## src/rtl/dbuf_uart_tx_pkg.sv

```systemverilog
package dbuf_uart_tx_pkg;

    localparam int unsigned CHAR_W  = 8;
    localparam int unsigned FRAME_W = CHAR_W + 3;
    localparam int unsigned LEFT_W  = $clog2(FRAME_W + 1);

    typedef logic [FRAME_W-1:0] frame_t;
    typedef logic [LEFT_W-1:0]  left_t;

    typedef struct packed {
        logic [CHAR_W-1:0] data;
        logic              ext;
    } char_t;

    typedef enum logic [1:0] {
        ENG_IDLE = 2'd0,
        ENG_SEND = 2'd1,
        ENG_STOP = 2'd2
    } eng_state_e;

    // Start bit at position 0, data above it, stop (and fill) bits set to 1.
    function automatic frame_t build_frame(input char_t c, input logic nine);
        frame_t f;
        f = '1;
        f[0] = 1'b0;
        f[CHAR_W:1] = c.data;
        if (nine) begin
            f[CHAR_W+1] = c.ext;
        end
        return f;
    endfunction

    function automatic left_t frame_bits(input logic nine);
        return nine ? left_t'(CHAR_W + 3) : left_t'(CHAR_W + 2);
    endfunction

endpackage

```

## src/rtl/tx_bit_prescaler.sv

```systemverilog
module tx_bit_prescaler #(
    parameter int unsigned OVERSAMPLE = 16
) (
    input  logic clk,
    input  logic rst,
    input  logic os_tick,
    output logic bit_tick
);
    localparam int unsigned CW = (OVERSAMPLE > 1) ? $clog2(OVERSAMPLE) : 1;
    localparam logic [CW-1:0] LAST = CW'(OVERSAMPLE - 1);

    logic [CW-1:0] phase;

    always_ff @(posedge clk) begin
        if (rst) begin
            phase <= '0;
        end else if (os_tick) begin
            phase <= (phase == LAST) ? '0 : phase + 1'b1;
        end
    end

    assign bit_tick = os_tick && (phase == LAST);
endmodule

```

## src/rtl/tx_hold_reg.sv

```systemverilog
module tx_hold_reg
    import dbuf_uart_tx_pkg::*;
(
    input  logic  clk,
    input  logic  rst,
    input  logic  wr_stb,
    input  char_t wr_char,
    input  logic  take,
    output char_t held,
    output logic  full
);
    always_ff @(posedge clk) begin
        if (rst) begin
            held <= '0;
            full <= 1'b0;
        end else begin
            if (wr_stb) begin
                held <= wr_char;
            end
            full <= wr_stb | (full & ~take);
        end
    end
endmodule

```

## src/rtl/tx_shift_engine.sv

```systemverilog
module tx_shift_engine
    import dbuf_uart_tx_pkg::*;
(
    input  logic  clk,
    input  logic  rst,
    input  logic  enable,
    input  logic  bit_tick,
    input  logic  hold_full,
    input  char_t held,
    input  logic  nine_mode,
    output logic  take,
    output logic  line,
    output logic  frame_done
);
    eng_state_e state;
    frame_t     sreg;
    left_t      left;

    // The shift register counts as empty outside ENG_SEND.
    assign take       = enable && hold_full && (state != ENG_SEND);
    assign frame_done = enable && (state == ENG_STOP) && bit_tick && !take;

    always_ff @(posedge clk) begin
        if (rst || !enable) begin
            state <= ENG_IDLE;
            sreg  <= '1;
            left  <= '0;
            line  <= 1'b1;
        end else if (take) begin
            sreg  <= build_frame(held, nine_mode);
            left  <= frame_bits(nine_mode);
            state <= ENG_SEND;
        end else begin
            unique case (state)
                ENG_SEND: begin
                    if (bit_tick) begin
                        line <= sreg[0];
                        sreg <= {1'b1, sreg[FRAME_W-1:1]};
                        left <= left - 1'b1;
                        if (left == left_t'(1)) begin
                            state <= ENG_STOP;
                        end
                    end
                end
                ENG_STOP: begin
                    if (bit_tick) begin
                        state <= ENG_IDLE;
                    end
                end
                default: begin
                    line <= 1'b1;
                end
            endcase
        end
    end
endmodule

```

## src/rtl/tx_status.sv

```systemverilog
module tx_status (
    input  logic clk,
    input  logic rst,
    input  logic hold_full,
    input  logic take,
    input  logic frame_done,
    input  logic done_clr,
    input  logic empty_ie,
    input  logic done_ie,
    output logic hold_empty,
    output logic tx_done,
    output logic empty_irq,
    output logic done_irq
);
    always_ff @(posedge clk) begin
        if (rst) begin
            tx_done <= 1'b0;
        end else if (frame_done) begin
            tx_done <= 1'b1;
        end else if (done_clr || take) begin
            tx_done <= 1'b0;
        end
    end

    assign hold_empty = ~hold_full;
    assign empty_irq  = hold_empty & empty_ie;
    assign done_irq   = tx_done & done_ie;
endmodule

```

## src/rtl/dbuf_uart_tx.sv

```systemverilog
module dbuf_uart_tx
    import dbuf_uart_tx_pkg::*;
#(
    parameter int unsigned OVERSAMPLE = 16
) (
    input  logic              clk,
    input  logic              rst,
    input  logic              tx_en,
    input  logic              os_tick,
    input  logic              wr_stb,
    input  logic [CHAR_W-1:0] wr_data,
    input  logic              wr_ext,
    input  logic              nine_mode,
    input  logic              done_clr,
    input  logic              empty_ie,
    input  logic              done_ie,
    output logic              serial_out,
    output logic              serial_oe,
    output logic              hold_empty,
    output logic              tx_done,
    output logic              empty_irq,
    output logic              done_irq
);
    logic  bit_tick;
    logic  hold_full;
    logic  take;
    logic  line;
    logic  frame_done;
    char_t held;
    char_t wr_char;

    assign wr_char = '{data: wr_data, ext: wr_ext};

    tx_bit_prescaler #(.OVERSAMPLE(OVERSAMPLE)) u_presc (
        .clk      (clk),
        .rst      (rst),
        .os_tick  (os_tick),
        .bit_tick (bit_tick)
    );

    tx_hold_reg u_hold (
        .clk     (clk),
        .rst     (rst),
        .wr_stb  (wr_stb),
        .wr_char (wr_char),
        .take    (take),
        .held    (held),
        .full    (hold_full)
    );

    tx_shift_engine u_eng (
        .clk        (clk),
        .rst        (rst),
        .enable     (tx_en),
        .bit_tick   (bit_tick),
        .hold_full  (hold_full),
        .held       (held),
        .nine_mode  (nine_mode),
        .take       (take),
        .line       (line),
        .frame_done (frame_done)
    );

    tx_status u_stat (
        .clk        (clk),
        .rst        (rst),
        .hold_full  (hold_full),
        .take       (take),
        .frame_done (frame_done),
        .done_clr   (done_clr),
        .empty_ie   (empty_ie),
        .done_ie    (done_ie),
        .hold_empty (hold_empty),
        .tx_done    (tx_done),
        .empty_irq  (empty_irq),
        .done_irq   (done_irq)
    );

    assign serial_oe  = tx_en;
    assign serial_out = tx_en ? line : 1'b1;
endmodule

```

## config.mk

```make
export PLATFORM = sky130hd
export DESIGN_NAME = dbuf_uart_tx
export DESIGN_NICKNAME = d
export VERILOG_FILES = /design/src/rtl/dbuf_uart_tx_pkg.sv /design/src/rtl/tx_bit_prescaler.sv /design/src/rtl/tx_hold_reg.sv /design/src/rtl/tx_shift_engine.sv /design/src/rtl/tx_status.sv /design/src/rtl/dbuf_uart_tx.sv
export SDC_FILE = /design/constraint.sdc
export NUM_CORES = 1
export LEC_CHECK = 0
export BUFFER_PORTS_ARGS = -buffer_cell sky130_fd_sc_hd__buf_2
export CAP_MARGIN = 30
export CORE_AREA = 2 2 65 67
export CTS_CLUSTER_DIAMETER = 120
export DETAILED_ROUTE_END_ITERATION = 8
export DIE_AREA = 0 0 67 69
export GPL_TIMING_DRIVEN = 0
export SYNTH_ARGS = -nofsm -noshare
export SYNTH_HDL_FRONTEND = slang
export SYNTH_SLANG_ARGS = --single-unit
export TNS_END_PERCENT = 10
```

## constraint.sdc

```tcl
create_clock -name clk -period 2.9 [get_ports clk]
set_clock_uncertainty 0.15 [all_clocks]
set_input_delay 0.725 -clock clk [delete_from_list [all_inputs] [get_ports clk]]
set_output_delay 0.725 -clock clk [all_outputs]
set_load 0.05 [all_outputs]
```

### After elaboration in Yosys (flattened, before gate mapping)

Index checks and enable logic that the tools add are counted.

* register bits: 32
* output and inout port bits: 6
* logic and storage cells: 69

* add/sub/neg operators: 2
* equality and inequality tests: 11
* mux-type cells: 19
* bitwise logic cells: 7
* reductions and logical operators: 20

Operators by type and width (number)
* 10-bit two-way mux: 3
* 4-bit two-way mux: 4
* 3-bit by 1-bit != test with 1-bit output (second input constant): 3
* 2-bit by 1-bit != test with 1-bit output (second input constant): 4
* 4-bit AND reduction: 2
* 2-bit nonzero test: 4
* 1-bit two-way mux: 7
* 1-bit logical AND: 6
* 2-bit two-way mux: 3
* 4-bit by 1-bit adder with 4-bit output (second input constant): 1
* 4-bit by 1-bit equality test with 1-bit output (second input constant): 1
* 4-bit equality test (second input constant): 1
* 2-bit one-hot mux with 2 select lines: 1
* 4-bit by 1-bit subtractor with 4-bit output (second input constant): 1
* 1-bit AND: 3
* 1-bit NOT: 3
* 3-bit AND reduction: 1
* 3-bit nonzero test: 1
* 2-bit by 1-bit equality test with 1-bit output (second input constant): 1
* 2-bit equality test (second input constant): 1
* 1-bit logical NOT: 2
* 1-bit logical OR: 2
* 1-bit one-hot mux with 2 select lines: 1
* 2-bit AND reduction: 1
* 2 further kinds: 2

### Logic depth before layout (Yosys ltp)

Gate-level depths: netlist of the first run.

* depth after elaboration: 5
* gate-level depth with buffers: 7
* depth with buffers taken out: 6

### Hierarchy

From an unflattened synthesis of the first run, not the netlist that was laid out.

* cell total of the unflattened synthesis: 159
* area total of the unflattened synthesis: 1491.4 um2

By module, submodules not included
* tx_shift_engine: instances 1, cells an instance 97, area an instance 884.6 um2, seq. area each 340.3 um2
* tx_hold_reg: instances 1, cells an instance 33, area an instance 355.3 um2, seq. area each 200.2 um2
* tx_bit_prescaler: instances 1, cells an instance 20, area an instance 183.9 um2, seq. area each 80.1 um2
* tx_status: instances 1, cells an instance 7, area an instance 53.8 um2, seq. area each 20.0 um2
* dbuf_uart_tx: instances 1, cells an instance 2, area an instance 13.8 um2, seq. area each 0.0 um2

### Least setup slack after synthesis of the first run

Ideal clock, no wire load.

* path type: input -> output
* start point: input port empty_ie
* end point: output port empty_irq
* arrival: 1432 ps
* data required time: 2025 ps
* path slack: 593 ps
* cell stages on the path: 1
* buffers on the path: 0
* cell sequence: nor2b_1

* word-level cells in the longest chain between the ends: 1

RTL lines
* start: declaration: RTL line dbuf_uart_tx.sv:15 `input logic empty_ie,`
* 1-bit AND: RTL line tx_status.sv:26 `assign empty_irq = hold_empty & empty_ie;`
* end: declaration: RTL line dbuf_uart_tx.sv:21 `output logic empty_irq,`

No other way between the ends.

### Final worst setup path of the first run

* start point: input port tx_en
* end point: output port serial_oe

RTL lines
* start: declaration: RTL line dbuf_uart_tx.sv:8 `input logic tx_en,`
* end: declaration: RTL line dbuf_uart_tx.sv:18 `output logic serial_oe,`

No word-level cell between the ends.

==> impl_summary.log, run 1 <==
[metrics] crit path max fanout: 8
[metrics] detailed-routed wire length on met2: between 1500 and 2000 um
[metrics] mapped cell area: 1500 um^2
[metrics] Critical Path Stages: 3
[metrics] aggregate global-route resource usage: 0.155
[metrics] Clock Sink Count: 32
[metrics] part of the Yosys area used for sequential elements: 0.428
[metrics] number of flops mapped to enable cells by yosys: 0
[metrics] fraction of power consumed by combinational cells: 0.090
[metrics] most numerous cell on the critical path: sky130_fd_sc_hd__buf_2
[metrics] Residual DRC: 0
[metrics] cell area power density: approximately 550 nW/um^2
[metrics] cell-internal power: roughly 750 uW
[metrics] pre-CTS WS: around 0.76 ns
[metrics] Slew headroom: 0.631
[metrics] CP endpoint kind: primary output
[metrics] via count: around 1200
[metrics] number of cells produced by synthesis: 156
[metrics] Crit path max-delay family: buffers and inverters
[metrics] run status: complete, no violations
[metrics] setup slack of the most critical reg-to-reg path: 0.99 ns
[metrics] worst min-delay path startpoint: u_eng.left[3]
[metrics] Yosys top cell area share: 0.428
[metrics] die boundary height: between 60 and 70 um
[metrics] post-cts resize count: 0
[metrics] Area Overhead vs Synth: 18.6%
[metrics] Slew Viols, Final: 0
[metrics] most instantiated flip-flop cell in the synthesis netlist: sky130_fd_sc_hd__dfxtp_1
[metrics] CTS root buf: sky130_fd_sc_hd__clkbuf_8
[metrics] worst path buffer plus inverter count: 3
[metrics] total negative slack: 0 ns
[metrics] Met1 Wirelength: 1430 um
[metrics] final worst hold slack: between 0.3 and 0.4 ns
[metrics] share of final-layout standard cells stronger than drive strength 1: 0.222
[metrics] worst hold path stage count: 1
[metrics] most area-hungry cell type in the Yosys netlist: sky130_fd_sc_hd__dfxtp_1
[metrics] depth of the CTS H-tree: 2
[metrics] worst-path cell with the longest stage delay: sky130_fd_sc_hd__buf_2
[metrics] type of origin of the critical path: primary input
[metrics] Core Footprint: between 3000 and 4000 um^2
[metrics] top-level I/O count: 24
[metrics] DR vias/cell: roughly 5.1
[metrics] sum of net half-perimeters after detailed placement: about 2300 um
[metrics] clock group share of total power: 0.432
[metrics] wire length of the first global-routing pass: about 5500 um
[metrics] Largest stage delay, worst path: around 0.25 ns
[metrics] FP Rows: 23
[metrics] Starting DRT DRC Count: 37
[metrics] Worst Reg2Reg Path Length in Cells: 7
[metrics] data required time at the worst endpoint: 2.03 ns
[metrics] dominant cell by count in the synthesized netlist: sky130_fd_sc_hd__dfxtp_1
[metrics] power spent charging and discharging nets: 231 uW
[metrics] slew at the pin closest to its max-slew limit: about 0.55 ns
[metrics] combined area of the multi-input logic cells: a little under 800 um^2
[metrics] maxcap violations: 0
[metrics] proportion of total power due to net switching: 0.237
[metrics] effective utilization at floorplan: 0.382
[metrics] final hold violations: 0
[metrics] type of the worst setup path: in2out
[metrics] fmax: about 470 MHz
[metrics] post-cts hold buffer count: 0
[metrics] # fillers: between 300 and 400
[metrics] setup repair after global routing missed its margin: false
[metrics] type of the most critical hold path: reg2reg
[metrics] worst flop-to-flop path startpoint: u_eng.state[1]
[metrics] met3 layer wire length in the routed design: 145 um
[metrics] peak supply drop: 0.273 mV
[metrics] Synth Register Bits: 32
[metrics] total inserted antenna cells: 0
[metrics] Post CTS Setup Buffer Count: 0
[metrics] top sig layer: met4
[metrics] per-instance average area after synthesis: about 9.6 um^2
[metrics] number of antenna violations at the first check in global routing: 0
[metrics] total leakage power: approximately 0.0008 uW
[metrics] clock insertion delay at the later pin of the skew report: around 0.28 ns
[metrics] Net Count, Synth: ~180
[metrics] share of the clock period used by the worst path after layout: 0.738
[metrics] number of global-route vias before repair: roughly 1200
[metrics] Reg power frac: 0.478
[metrics] deepest clock path buffer count: 2
[metrics] leading cell types by total area after synthesis: sky130_fd_sc_hd__dfxtp_1, sky130_fd_sc_hd__mux2i_1, sky130_fd_sc_hd__ha_1, sky130_fd_sc_hd__a21oi_1, sky130_fd_sc_hd__nor2_1
[metrics] worst hold endpoint: u_eng.left[3]
[metrics] residual overflow from global routing: 0
[metrics] top cells by instance count after synthesis: sky130_fd_sc_hd__dfxtp_1, sky130_fd_sc_hd__mux2i_1, sky130_fd_sc_hd__nor2_1, sky130_fd_sc_hd__a21oi_1, sky130_fd_sc_hd__nor3_1
[metrics] clock transition time at the flip-flop clock pins of the worst setup and hold paths: roughly 0.070 ns
[metrics] shortest clock period the worst path allows after layout: about 2.1 ns
[metrics] TritonRoute pass-1 iters: 6
[metrics] data arrival time of the critical path: between 1 and 1.5 ns
[metrics] Yosys cell types: 39
[metrics] cell chain of the critical path: buf_2, buf_4, buf_2
[metrics] yosys warns: 0
[metrics] antenna viol nets, final: 0
[metrics] fraction of registers with async set/reset: 0
[metrics] Final setup viols: 0
[metrics] TritonCTS buffer count: 5
[metrics] area of all sequential standard cells: around 640 um^2
[metrics] setup slack after layout: 0.761 ns
[metrics] die boundary width: between 60 and 70 um
[metrics] Port Buffers: 21
[metrics] post-detailed-routing wire length: around 3200 um
[metrics] Nets: 209
[metrics] area enclosed by the die boundary: between 4000 and 5000 um^2
[metrics] capture instance of the worst register-to-register path: u_eng.sreg[1]
[metrics] wire length per cell: 13.4 um
[metrics] maximum number of pins on one net before global-route repair: 12
[metrics] Routability Congestion: 0.783
[metrics] TritonCTS clock tree: built
final cells by class:
class	count	area share
sequential	32	0.361
multi-input combinational	110	0.443
buffer	8	0.0261
clock buffer	5	0.0388
inverter	6	0.0127
clock inverter	3	0.0240
tap	50	0.0352
timing repair buffer	21	0.0592
per-stage QoR:
stage / std cells / power, uW / utilization / cell area (um^2)
2_1_floorplan: 156 / 535 / - / 1500
3_3_place_gp: 227 / 561 / 0.425 / 1660
3_5_place_dp: 227 / 566 / 0.425 / 1660
4_1_cts: 235 / 991 / 0.454 / 1780
5_1_grt: 235 / 1030 / 0.454 / 1780
6_report: 235 / 977 / 0.454 / 1780
how the worst max path moves through the flow:
stage / from / to
floorplan: empty_ie / empty_irq
global placement: tx_en / serial_oe
detailed placement: tx_en / serial_oe
CTS: tx_en / serial_oe
global route: tx_en / serial_oe
finish: tx_en / serial_oe
power groups by stage:
stage	Clock [uW]	Sequential (uW)	Combinational [uW]
2_1_floorplan	0	474	60.9
3_3_place_gp	0	476	85.0
3_5_place_dp	0	477	88.5
4_1_cts	435	467	88.7
5_1_grt	462	469	97.6
6_report	422	467	87.8
worst register-to-register path: stages, from the launching register on:
cell	delay, ns
sky130_fd_sc_hd__dfxtp_1	0.40
sky130_fd_sc_hd__inv_1	0.08
sky130_fd_sc_hd__ha_1	0.18
sky130_fd_sc_hd__buf_2	0.17
sky130_fd_sc_hd__nand3b_2	0.31
sky130_fd_sc_hd__buf_2	0.24
sky130_fd_sc_hd__nor3_1	0.18
sky130_fd_sc_hd__a21oi_1	0.06
cells by family after synthesis:
logic type / count (synthesis) / synth area share
xor+xnor: 5 / 0.0293
flops: 32 / 0.428
buf+inv: 14 / 0.0460
compound gates: 30 / 0.135
simple gates: 50 / 0.182
fa+ha+maj: 7 / 0.0585
mux: 18 / 0.120
flip-flops by register name, summed over array words and instances (netlist names):
register        flops
u_eng.sreg         10
u_hold.held         9
u_eng.left          4
u_presc.phase       4
u_eng.state         2
u_eng.line          1
u_hold.full         1
u_stat.tx_done      1
metal layers:
layer / track usage / vias to the layer above
met5: 0 / -
met4: 0.0544 / 0
met3: 0.0571 / 9
met2: 0.250 / 23
met1: 0.187 / 566
li1: - / 607
cells in the final DEF, fill, tap and decap left out, drive strengths merged, types with 6 or more instances in the layout:
master,n
a21oi,14
nor2,18
buf,27
inv,6
clkbuf,7
nor3,10
dfxtp,32
ha,7
mux2i,18
(Power assumes the default switching activity.)
==> run 2, diff against run 1 <==
ABC_AREA = 1   (was not set)
CORE_AREA = 2 2 66 68   (was 2 2 65 67)
DIE_AREA = 0 0 68 70   (was 0 0 67 69)
clock period = 2.1 ns   (was 2.9 ns; I/O delays follow)
==> run 2 against run 1 <==
- first-iteration DRC count grew 110%
- final area grew 2.3%
- die area grew 3.0%
- clock power grew 19%
- critical path depth grew 1
- non-clock buffer count grew 1
- combinational power grew 65%
- synthesized area grew 3.2%
- count of clock-buffer cells in the layout grew 2
- sequential share of layout area shrank 0.80 points
==> impl_summary.log, run 2 <==
[metrics] Starting DRT DRC Count: 77 (+110%)
[metrics] number of global-route vias before repair: 1262 (+2.3%)
[metrics] Reg power frac: 0.500 (+0.022)
[metrics] worst-path cell with the longest stage delay: sky130_fd_sc_hd__or2_2
[metrics] CTS root buf: sky130_fd_sc_hd__clkbuf_8
[metrics] TritonCTS buffer count: 5 (unchanged)
[metrics] Routability Congestion: 0.739 (-5.6%)
[metrics] Crit path max-delay family: buffers and inverters
[metrics] fraction of registers with async set/reset: 0 (unchanged)
[metrics] share of final-layout standard cells stronger than drive strength 1: 0.215 (-0.00703)
[metrics] effective utilization at floorplan: 0.373 (-0.00977)
[metrics] CP endpoint kind: primary output
[metrics] wire length per cell: 11.0 um (-18%)
[metrics] FP Rows: 24 (+4.3%)
[metrics] Yosys cell types: 28 (-28%)
[metrics] clock group share of total power: 0.388 (-0.044)
[metrics] leading cell types in the layout, fill and taps excluded: sky130_fd_sc_hd__nand2_1, sky130_fd_sc_hd__dfxtp_1, sky130_fd_sc_hd__buf_2
[metrics] aggregate global-route resource usage: 0.152 (-0.00318)
[metrics] cell chain of the critical path: buf_2, inv_1, or2_2, buf_2
[metrics] total inserted antenna cells: 0 (unchanged)
[metrics] fmax: 538 MHz
[metrics] crit path max fanout: 5 (-3)
[metrics] Post CTS Setup Buffer Count: 0 (unchanged)
[metrics] wire length of the first global-routing pass: 5490 um (-0.13%)
[metrics] Clock Sink Count: 32 (unchanged)
[metrics] setup repair after global routing missed its margin: false
[metrics] type of the worst setup path: in2out
[metrics] depth of the CTS H-tree: 2 (unchanged)
[metrics] Synth Register Bits: 32 (unchanged)
[metrics] top cells by instance count after synthesis: sky130_fd_sc_hd__dfxtp_1, sky130_fd_sc_hd__nand2_1, sky130_fd_sc_hd__nor2_1, sky130_fd_sc_hd__inv_1
[metrics] shortest clock period the worst path allows after layout: around 1.9 ns
[metrics] total leakage power: 0.000818 uW (+4.5%)
[metrics] area of all sequential standard cells: 641 um^2 (unchanged)
[metrics] via count: 1340 (+11%)
[metrics] post-cts resize count: 0 (unchanged)
[metrics] cell area power density: 713 nW/um^2 (+30%)
[metrics] TritonRoute pass-1 iters: 4 (-2)
[metrics] top register by number of flip-flops: u_eng.sreg
[metrics] Port Buffers: 22 (+4.8%)
[metrics] antenna viol nets, final: 0 (unchanged)
[metrics] number of antenna violations at the first check in global routing: 0 (unchanged)
[metrics] slew at the pin closest to its max-slew limit: 0.406 ns (-0.147 ns)
[metrics] Final setup viols: 0 (unchanged)
[metrics] maximum number of pins on one net before global-route repair: 11 (-1)
[metrics] top-level I/O count: 24 (unchanged)
[metrics] die boundary height: 70 um (+1.4%)
[metrics] Core Footprint: 4140 um^2 (+5.9%)
[metrics] final core utilization: 0.438 (-0.0155)
[metrics] share of the clock period used by the worst path after layout: 0.885
[metrics] clock insertion delay at the later pin of the skew report: 0.28 ns (about the same)
[metrics] mapped cell area: 1540 um^2 (+3.2%)
[metrics] run status: complete, no violations
[metrics] most numerous cell on the critical path: sky130_fd_sc_hd__buf_2
[metrics] die boundary width: 68 um (+1.5%)
[metrics] number of flops mapped to enable cells by yosys: 0 (unchanged)
[metrics] Slew headroom: 0.729 (+0.0981)
[metrics] Area Overhead vs Synth: 17.6%
[metrics] Residual DRC: 0 (unchanged)
[metrics] TritonCTS clock tree: built
[metrics] type of the most critical hold path: reg2reg
[metrics] placed insts: 278 (+22%)
[metrics] Largest stage delay, worst path: 0.27 ns (+0.02 ns)
[metrics] yosys warns: 0 (unchanged)
[metrics] worst path buffer plus inverter count: 3 (unchanged)
[metrics] power spent charging and discharging nets: 316 uW (+37%)
[metrics] DR vias/cell: 4.70 (-8.3%)
[metrics] maxcap violations: 0 (unchanged)
[metrics] per-instance average area after synthesis: 7.57 um^2 (-21%)
[metrics] proportion of total power due to net switching: 0.244 (+0.00709)
[metrics] deepest clock path buffer count: 2 (unchanged)
[metrics] Yosys top cell area share: 0.415 (-0.0132)
[metrics] post-detailed-routing wire length: 3140 um (-0.54%)
[metrics] residual overflow from global routing: 0 (unchanged)
[metrics] Final Instance Count excl. Fillers: 285 (+21%)
[metrics] setup slack of the most critical reg-to-reg path: 0.33 ns (-0.66 ns)
[metrics] data required time at the worst endpoint: 1.42 ns (-0.61 ns)
[metrics] number of cells produced by synthesis: 204 (+31%)
[metrics] Slew Viols, Final: 0 (unchanged)
[metrics] cell-internal power: 979 uW (+31%)
[metrics] sum of net half-perimeters after detailed placement: 2310 um (-0.66%)
[metrics] type of origin of the critical path: primary input
[metrics] clock transition time at the flip-flop clock pins of the worst setup and hold paths: 0.06 ns (about the same)
[metrics] Net Count, Synth: 229 (+27%)
[metrics] total negative slack: 0 ns (unchanged)
[metrics] fraction of power consumed by combinational cells: 0.112 (+0.022)
[metrics] max reg flops: 10 (unchanged)
[metrics] post-cts hold buffer count: 0 (unchanged)
[metrics] combined area of the multi-input logic cells: 758 um^2 (-3.7%)
[metrics] data arrival time of the critical path: 1.18 ns (-0.08 ns)
[metrics] # fillers: 442 (+11%)
[metrics] most area-hungry cell type in the Yosys netlist: sky130_fd_sc_hd__dfxtp_1
[metrics] part of the Yosys area used for sequential elements: 0.415 (-0.0132)
[metrics] area enclosed by the die boundary: 4760 um^2 (+3.0%)
[metrics] top flop regs: u_eng.sreg: 10 flops, u_hold.held: 9 flops
[metrics] final hold violations: 0 (unchanged)
[metrics] most instantiated flip-flop cell in the synthesis netlist: sky130_fd_sc_hd__dfxtp_1
[metrics] Nets: 258 (+23%)
[metrics] peak supply drop: 0.448 mV (+64%)
[metrics] leading cell types by total area after synthesis: sky130_fd_sc_hd__dfxtp_1, sky130_fd_sc_hd__nand2_1, sky130_fd_sc_hd__nor2_1, sky130_fd_sc_hd__ha_1, sky130_fd_sc_hd__nand3_1
-- run 2: changes by cell type after synthesis, moves of 6 or more --
cell / before / now
sky130_fd_sc_hd__or2_1: 0 / 6
sky130_fd_sc_hd__o21ai_0: 3 / 17
sky130_fd_sc_hd__nand3_1: 1 / 17
sky130_fd_sc_hd__inv_1: 6 / 20
sky130_fd_sc_hd__nor2_1: 18 / 24
sky130_fd_sc_hd__mux2i_1: 18 / 0
sky130_fd_sc_hd__nor3_1: 10 / 2
sky130_fd_sc_hd__o211ai_1: 0 / 8
sky130_fd_sc_hd__nand2_1: 4 / 32
-- run 2: worst paths after layout --
check	start	to	depth (start not counted)
max	tx_en	serial_out	4
min	u_eng.sreg[1]	u_eng.sreg[0]	2
max reg2reg	u_eng.state[1]	u_eng.sreg[2]	7
min reg2reg	u_eng.sreg[1]	u_eng.sreg[0]	2
-- run 2: power by group through the flow --
stage / registers [uW] / logic, uW / clock network (uW)
floorplan: 656 / 105 / 0
global placement: 660 / 145 / 0
detailed placement: 660 / 146 / 0
CTS: 647 / 147 / 518
global route: 650 / 168 / 550
finish: 647 / 145 / 503
-- run 2: metrics by stage --
step                      hold WS (ns)  worst slack, ns  area, um^2  power (uW)
final                            0.311            0.241        1820        1290
after global routing             0.320            0.188        1820        1370
after CTS                        0.313            0.244        1820        1310
after detailed placement         0.299            0.245        1720         807
after global placement           0.294            0.243        1720         805
after floorplan                  0.279            0.234        1540         761
-- run 2: logic make-up (layout without fill, tap and decap cells) --
kind of cell	after synthesis	after routing	share of synthesized area
compound gates	38	38	0.141
xor+xnor	2	2	0.0113
fa+ha+maj	7	7	0.0567
buf+inv	31	60	0.0940
flops	32	32	0.415
simple gates	94	94	0.282
-- run 2: metal layers --
layer	GRT usage	part of all wire	up-vias
li1	-	-	719
met1	0.185	0.48	592
met2	0.241	0.46	27
met3	0.0451	0.047	2
met4	0.0733	0.011	0
met5	0	0	-
-- run 2: worst register-to-register path, stage by stage (launching register included) --
cell                       delay, ns
sky130_fd_sc_hd__dfxtp_1        0.38
sky130_fd_sc_hd__inv_1          0.08
sky130_fd_sc_hd__ha_1           0.28
sky130_fd_sc_hd__nor2_2         0.21
sky130_fd_sc_hd__inv_2          0.09
sky130_fd_sc_hd__buf_2          0.20
sky130_fd_sc_hd__o211ai_1       0.17
sky130_fd_sc_hd__nand3_1        0.10
-- run 2: layout make-up --
type	count	area share
Buffer	8	0.0310
Inverter	23	0.0489
Multi-Input combinational cell	141	0.418
Timing Repair Buffer	22	0.0606
Sequential cell	32	0.353
Clock buffer	7	0.0531
Tap cell	52	0.0358
